--- src/rtl/prbs_pu_pkg.sv ---
package prbs_pu_pkg;

  localparam int LFSR_W = 31;
  localparam int TAP_HI = 31;
  localparam int TAP_LO = 28;
  localparam int REG_W  = 16;
  localparam int CNT_W  = 32;
  localparam int ADDR_W = 2;

  localparam logic [ADDR_W-1:0] ADDR_CTRL   = 2'd0;
  localparam logic [ADDR_W-1:0] ADDR_CNT_LO = 2'd1;
  localparam logic [ADDR_W-1:0] ADDR_CNT_HI = 2'd2;

  localparam int BIT_GEN_EN   = 0;
  localparam int BIT_CHK_EN   = 1;
  localparam int BIT_CLR      = 4;
  localparam int BIT_AFTER_LK = 5;
  localparam int BIT_GEN_NORM = 6;
  localparam int BIT_CHK_NORM = 7;

  localparam logic [REG_W-1:0] CTRL_RD_MASK = 16'h00E3;

  typedef struct packed {
    logic chk_norm;
    logic gen_norm;
    logic after_lock;
    logic chk_en;
    logic gen_en;
  } ctrl_t;

  // Next sequence bit predicted from a shift register holding the last LFSR_W bits.
  function automatic logic lfsr_fb(input logic [LFSR_W-1:0] s);
    return s[TAP_HI-1] ^ s[TAP_LO-1];
  endfunction

  // Saturating increment.
  function automatic logic [CNT_W-1:0] sat_inc(input logic [CNT_W-1:0] v);
    return (&v) ? v : v + 1'b1;
  endfunction

endpackage

--- src/rtl/prbs_gen.sv ---
module prbs_gen
  import prbs_pu_pkg::*;
(
  input  logic clk,
  input  logic rst_n,
  input  logic en,
  input  logic norm,
  output logic tx_bit
);

  localparam logic [LFSR_W-1:0] SEED = '1;

  logic [LFSR_W-1:0] state;
  logic              fb;

  assign fb = lfsr_fb(state);

  always_ff @(posedge clk) begin
    if (!rst_n || !en) begin
      state  <= SEED;
      tx_bit <= 1'b0;
    end else begin
      state  <= {state[LFSR_W-2:0], fb};
      tx_bit <= fb ^ ~norm;
    end
  end

endmodule

--- src/rtl/prbs_chk.sv ---
module prbs_chk
  import prbs_pu_pkg::*;
#(
  parameter int LOCK_RUN  = 32,
  parameter int LOSS_ERRS = 8,
  parameter int LOSS_WIN  = 64
) (
  input  logic clk,
  input  logic rst_n,
  input  logic en,
  input  logic norm,
  input  logic rx_bit,
  output logic err_evt,
  output logic locked
);

  localparam int RUN_W  = $clog2(LOCK_RUN);
  localparam int BAD_W  = $clog2(LOSS_ERRS + 1);
  localparam int WIN_W  = $clog2(LOSS_WIN);
  localparam int FILL_W = $clog2(LFSR_W + 1);
  localparam logic [RUN_W-1:0]  RUN_LAST  = RUN_W'(LOCK_RUN - 1);
  localparam logic [BAD_W-1:0]  LOSS_LIM  = BAD_W'(LOSS_ERRS);
  localparam logic [WIN_W-1:0]  WIN_LAST  = WIN_W'(LOSS_WIN - 1);
  localparam logic [FILL_W-1:0] FILL_FULL = FILL_W'(LFSR_W);

  logic [LFSR_W-1:0] sh;
  logic [FILL_W-1:0] fill;
  logic [RUN_W-1:0]  run;
  logic [BAD_W-1:0]  bad;
  logic [WIN_W-1:0]  win;
  logic              rx_c, pred, filled, miss;
  logic [BAD_W-1:0]  bad_nx;

  assign rx_c    = rx_bit ^ ~norm;
  assign pred    = lfsr_fb(sh);
  assign filled  = (fill == FILL_FULL);
  assign miss    = filled && (pred != rx_c);
  assign err_evt = en && miss;
  assign bad_nx  = bad + BAD_W'(miss);

  always_ff @(posedge clk) begin
    if (!rst_n || !en) begin
      sh     <= '0;
      fill   <= '0;
      run    <= '0;
      bad    <= '0;
      win    <= '0;
      locked <= 1'b0;
    end else begin
      sh <= {sh[LFSR_W-2:0], locked ? pred : rx_c};
      if (!filled) fill <= fill + 1'b1;
      if (!locked) begin
        if (!filled || miss) begin
          run <= '0;
        end else if (run == RUN_LAST) begin
          locked <= 1'b1;
          run    <= '0;
          bad    <= '0;
          win    <= '0;
        end else begin
          run <= run + 1'b1;
        end
      end else begin
        if (bad_nx >= LOSS_LIM) begin
          locked <= 1'b0;
          fill   <= '0;
          bad    <= '0;
          win    <= '0;
        end else if (bad_nx != '0) begin
          if (win == WIN_LAST) begin
            bad <= '0;
            win <= '0;
          end else begin
            bad <= bad_nx;
            win <= win + 1'b1;
          end
        end
      end
    end
  end

endmodule

--- src/rtl/prbs_err_cnt.sv ---
module prbs_err_cnt
  import prbs_pu_pkg::*;
(
  input  logic                   clk,
  input  logic                   rst_n,
  input  logic                   clr,
  input  logic                   err_evt,
  input  logic                   after_lock,
  input  logic                   locked,
  input  logic                   chk_en,
  input  logic                   rd_lo,
  output logic [CNT_W-1:0]       cnt,
  output logic [CNT_W-REG_W-1:0] hi_snap,
  output logic                   armed
);

  logic gate;

  assign gate = !after_lock || armed || locked;

  always_ff @(posedge clk) begin
    if (!rst_n || clr || !chk_en) armed <= 1'b0;
    else if (locked)              armed <= 1'b1;
  end

  always_ff @(posedge clk) begin
    if (!rst_n || clr)           cnt <= '0;
    else if (err_evt && gate)    cnt <= sat_inc(cnt);
  end

  always_ff @(posedge clk) begin
    if (!rst_n || clr) hi_snap <= '0;
    else if (rd_lo)    hi_snap <= cnt[CNT_W-1:REG_W];
  end

endmodule

--- src/rtl/prbs_pattern_unit.sv ---
module prbs_pattern_unit
  import prbs_pu_pkg::*;
#(
  parameter int LOCK_RUN  = 32,
  parameter int LOSS_ERRS = 8,
  parameter int LOSS_WIN  = 64
) (
  input  logic              clk,
  input  logic              rst_n,
  input  logic              wr_en,
  input  logic              rd_en,
  input  logic [ADDR_W-1:0] addr,
  input  logic [REG_W-1:0]  wdata,
  output logic [REG_W-1:0]  rdata,
  output logic              tx_bit,
  input  logic              rx_bit
);

  ctrl_t                  ctrl_q;
  logic                   ctrl_wr, clr_wr, rd_lo;
  logic                   err_evt, locked, armed;
  logic [CNT_W-1:0]       cnt;
  logic [CNT_W-REG_W-1:0] hi_snap;
  logic [REG_W-1:0]       ctrl_view;

  assign ctrl_wr = wr_en && (addr == ADDR_CTRL);
  assign clr_wr  = ctrl_wr && wdata[BIT_CLR];
  assign rd_lo   = rd_en && (addr == ADDR_CNT_LO);

  always_ff @(posedge clk) begin
    if (!rst_n) begin
      ctrl_q <= '0;
    end else if (ctrl_wr) begin
      ctrl_q.chk_norm   <= wdata[BIT_CHK_NORM];
      ctrl_q.gen_norm   <= wdata[BIT_GEN_NORM];
      ctrl_q.after_lock <= wdata[BIT_AFTER_LK];
      ctrl_q.chk_en     <= wdata[BIT_CHK_EN];
      ctrl_q.gen_en     <= wdata[BIT_GEN_EN];
    end
  end

  always_comb begin
    ctrl_view               = '0;
    ctrl_view[BIT_CHK_NORM] = ctrl_q.chk_norm;
    ctrl_view[BIT_GEN_NORM] = ctrl_q.gen_norm;
    ctrl_view[BIT_AFTER_LK] = ctrl_q.after_lock;
    ctrl_view[BIT_CHK_EN]   = ctrl_q.chk_en;
    ctrl_view[BIT_GEN_EN]   = ctrl_q.gen_en;
  end

  always_comb begin
    case (addr)
      ADDR_CTRL:   rdata = ctrl_view;
      ADDR_CNT_LO: rdata = cnt[REG_W-1:0];
      ADDR_CNT_HI: rdata = hi_snap;
      default:     rdata = '0;
    endcase
  end

  prbs_gen u_gen (
    .clk    (clk),
    .rst_n  (rst_n),
    .en     (ctrl_q.gen_en),
    .norm   (ctrl_q.gen_norm),
    .tx_bit (tx_bit)
  );

  prbs_chk #(
    .LOCK_RUN  (LOCK_RUN),
    .LOSS_ERRS (LOSS_ERRS),
    .LOSS_WIN  (LOSS_WIN)
  ) u_chk_core (
    .clk     (clk),
    .rst_n   (rst_n),
    .en      (ctrl_q.chk_en),
    .norm    (ctrl_q.chk_norm),
    .rx_bit  (rx_bit),
    .err_evt (err_evt),
    .locked  (locked)
  );

  prbs_err_cnt u_cnt (
    .clk        (clk),
    .rst_n      (rst_n),
    .clr        (clr_wr),
    .err_evt    (err_evt),
    .after_lock (ctrl_q.after_lock),
    .locked     (locked),
    .chk_en     (ctrl_q.chk_en),
    .rd_lo      (rd_lo),
    .cnt        (cnt),
    .hi_snap    (hi_snap),
    .armed      (armed)
  );

endmodule

--- config.mk ---
export PLATFORM = sky130hd
export DESIGN_NAME = prbs_pattern_unit
export DESIGN_NICKNAME = d
export VERILOG_FILES = /design/src/rtl/prbs_pu_pkg.sv /design/src/rtl/prbs_gen.sv /design/src/rtl/prbs_chk.sv /design/src/rtl/prbs_err_cnt.sv /design/src/rtl/prbs_pattern_unit.sv
export SDC_FILE = /design/constraint.sdc
export NUM_CORES = 1
export LEC_CHECK = 0
export BUFFER_PORTS_ARGS = -buffer_cell sky130_fd_sc_hd__clkbuf_2
export CORE_MARGIN = 10
export CORE_UTILIZATION = 40
export CTS_CLUSTER_SIZE = 40
export DETAILED_ROUTE_END_ITERATION = 12
export GPL_TIMING_DRIVEN = 0
export HOLD_SLACK_MARGIN = 0.15
export PLACE_DENSITY = 0.66
export REMOVE_ABC_BUFFERS = 1
export SYNTH_ARGS = -nofsm -noshare
export SYNTH_HDL_FRONTEND = slang
export SYNTH_SLANG_ARGS = --single-unit
--- constraint.sdc ---
create_clock -name clk -period 4.75 [get_ports clk]
set_input_delay 1.425 -clock clk [delete_from_list [all_inputs] [get_ports clk]]
set_output_delay 1.425 -clock clk [all_outputs]
set_load 0.01 [all_outputs]
==> qor.yml <==
rrSetupSlack_ps: 1360
syn_to_final_growth_pct: 16.1
dieArea_um2: 18500
num_rows: 42
crit_type: "input pin to output port"
detail-route-antenna-nets: 0
crit_family: "simple AND/OR/NAND/NOR gates"
crit_slowest_cell: "nor2b_1"
min_period_ps: 4470
crit_path_frequent_cell: "clkbuf_2"
fmax_mhz: 224
worstPathRequired_ps: 3320
critPathMaxFanout: 18
critical_path_arrival_ps: 3050
cts_setup_buffers: 0
drv_slew: 0
grt_max_degree: 45
timing.slew.headroom_pct: 18.3
drtIter0Drc: 305
finClkSkew_ps: 20.3
cts_tree: "done"
synth_top_area_share_pct: 51.3
postSynth.asyncResetShare_pct: 0
vias: 3962
power.total_mw: 2.58
antenna_found_initial: 0
p_leak_nw: 2.35
worstHoldPathType: "register to register"
critPathBufInv: 2
start_util_pct: 40.8
dpl.hpwl_um: 7090
tightest_slew_ps: 1220
hold_end: "u_gen.state[9]$_SDFF_PP1_"
hold_depth: 1
powerDensity_nw_per_um2: 413
tns_ps: 0
finalWorstSetupSlack_ps: 280
worstPathCellList: "clkbuf_2, nor2b_1, nand2_1, o21ai_0, clkbuf_2"
ys.warnings.count: 0
diodes: 0
fp.dieW_um: 136
io_pins: 40
start_kind: "input pin"
drc: 0
drive_gt1_share_pct: 17.4
viasPerCell: 5.05
reg2regPathDepth: 4
register_area_um2: 2760
fin_crit_sh_pct: 94.1
cp-end-kind: "output port"
fillers: 1244
status: "completed"
wl_per_cell_um: 13.5
synth_area_leaders: "dfxtp_1, nand2_1, and3_1"
report.final.setup_viol: 0
fp.coreArea_um2: 13200
synth_cell_types: 52
final_cell_mix: "dfxtp_1, nand2_1, nor2_1, and3_1, or2_2"
clk-insertion-delay-late_ps: 420
r2r-end: "u_cnt.cnt[25]$_SDFFE_PP0P_"
multi_input_area_um2: 2480
final_common_cell: "dfxtp_1"
synth_seq_area_share_pct: 51.3
cts.sinks: 138
avgSynthCellArea_um2: 9.30
synthesis.area_um2: 5380
grt.total_usage_pct: 11.7
hold_viol_final: 0
syn_inst: 579
grt_pass1_vias: 3740
routabilityCongestion: 0.835
cts_hold_buf: 0
ys.flop_type: "dfxtp_1"
max-clock-path-buffers: 2
drtPass1Iterations: 4
htreeDepth: 4
synth_edf_count: 0
portBuffers: 29
holdCritStartpoint: "u_gen.state[8]$_SDFF_PP1_"
slowest_delay_ps: 970
layout.nets: 627
die_y_um: 136
grt_pass1_wl_um: 17800
ys_ff_latch: 138
rsz0062_at_grt: "no"
cts_root_buf: "clkbuf_16"
synth_area_leader_cell: "dfxtp_1"
cap_violations: 0
pre_cts_slack_ps: 283
drt-total-wl_um: 10600
peakVddDrop_v: 0.000278
post_cts_resized: 0
clk_pin_slew_ps: 60
reg2reg_from: "ctrl_q[1]$_SDFFE_PN0P_"
cts-buffers-inserted: 17
grt-ovfl-total: 0
==> worst reg2reg max path: stages (launching register included) <==
cell	delay (ps)
dfxtp_1	920
nand4_1	980
nor4_1	990
a31oi_1	180
a41o_1	230
==> where the power goes <==
part	total [mW]	internal, mW	switching (mW)
Clock	1.38	0.905	0.470
Combinational	0.0449	0.0126	0.0323
Sequential	1.16	1.16	0.00397
==> per-layer routing <==
layer / global-route usage [%] / part of all wire (%) / up-vias
met2: 18.0 / 46 / 65
met3: 3.84 / 4.4 / 11
li1: - / - / 2033
met1: 14.9 / 49 / 1853
met5: 0 / 0 / -
met4: 4.73 / 1.3 / 0
==> cell families (layout without fill, tap and decap cells) <==
kind of cell             count (synthesis)  count (layout)  share of synthesized area, %
buffers and inverters                   34              64                          2.65
adder cells (fa/ha/maj)                  7               7                          1.63
AO/OA/AOI/OAI                           76              76                          8.95
multiplexers                            15              15                          2.84
flip-flops                             138             138                          51.3
XOR/XNOR                                32              32                          5.35
AND/OR/NAND/NOR                        277             277                          27.3
==> sequential cells by signal (all words and copies together) (netlist names), 4 cells and up <==
signal and cells:
u_gen.state 31, u_chk_core.run 5, ctrl_q 5, u_cnt.cnt 32, u_chk_core.sh 31, u_chk_core.win 6, u_cnt.hi_snap 16, u_chk_core.bad 4
u_chk_core.fill 5
==> synth_stat cells (all sizes together), types with 2 or more instances <==
master	count
nand3b	2
mux2i	13
nor3b	2
nand4	9
and3	35
a31oi	3
xor2	7
nand2b	6
nand2	74
nor2b	8
a21o	2
xnor2	25
nor4b	2
dfxtp	138
ha	7
nor2	45
buf	7
nor3	15
or3	6
and4	6
or2	33
o21ai	13
o21a	2
a22o	13
clkbuf	23
and2	7
a211oi	2
a31o	2
inv	4
mux2	2
nand3	17
nor4	8
a21oi	33
==> cell type report <==
cell class,instances,area share (%)
clock buffer,21,7.37
inverter,4,0.240
clock inverter,10,2.66
tap,176,3.52
multi-input combinational,407,39.7
timing repair buffer,29,2.32
sequential,138,44.2
==> stage by stage <==
stage / utilization, % / std cells / cell area (um2) / hold WS (ps)
after floorplan: - / 549 / 5260 / 393
after global placement: 42.6 / 754 / 5620 / 396
after detailed placement: 42.6 / 754 / 5620 / 398
after CTS: 47.4 / 785 / 6250 / 410
after global routing: 47.4 / 785 / 6250 / 418
final: 47.4 / 785 / 6250 / 411
==> worst max-delay path by stage <==
stage / from / endpoint / slack (ps) / depth (start not counted)
after CTS: addr[1] / rdata[7] / 280 / 5
after detailed placement: addr[1] / rdata[7] / 280 / 5
final: addr[1] / rdata[7] / 280 / 5
after floorplan: addr[0] / rdata[10] / 960 / 2
after global routing: addr[1] / rdata[7] / 50 / 5
after global placement: addr[1] / rdata[15] / 340 / 4
No activity file was read; power rests on OpenSTA's default activity.
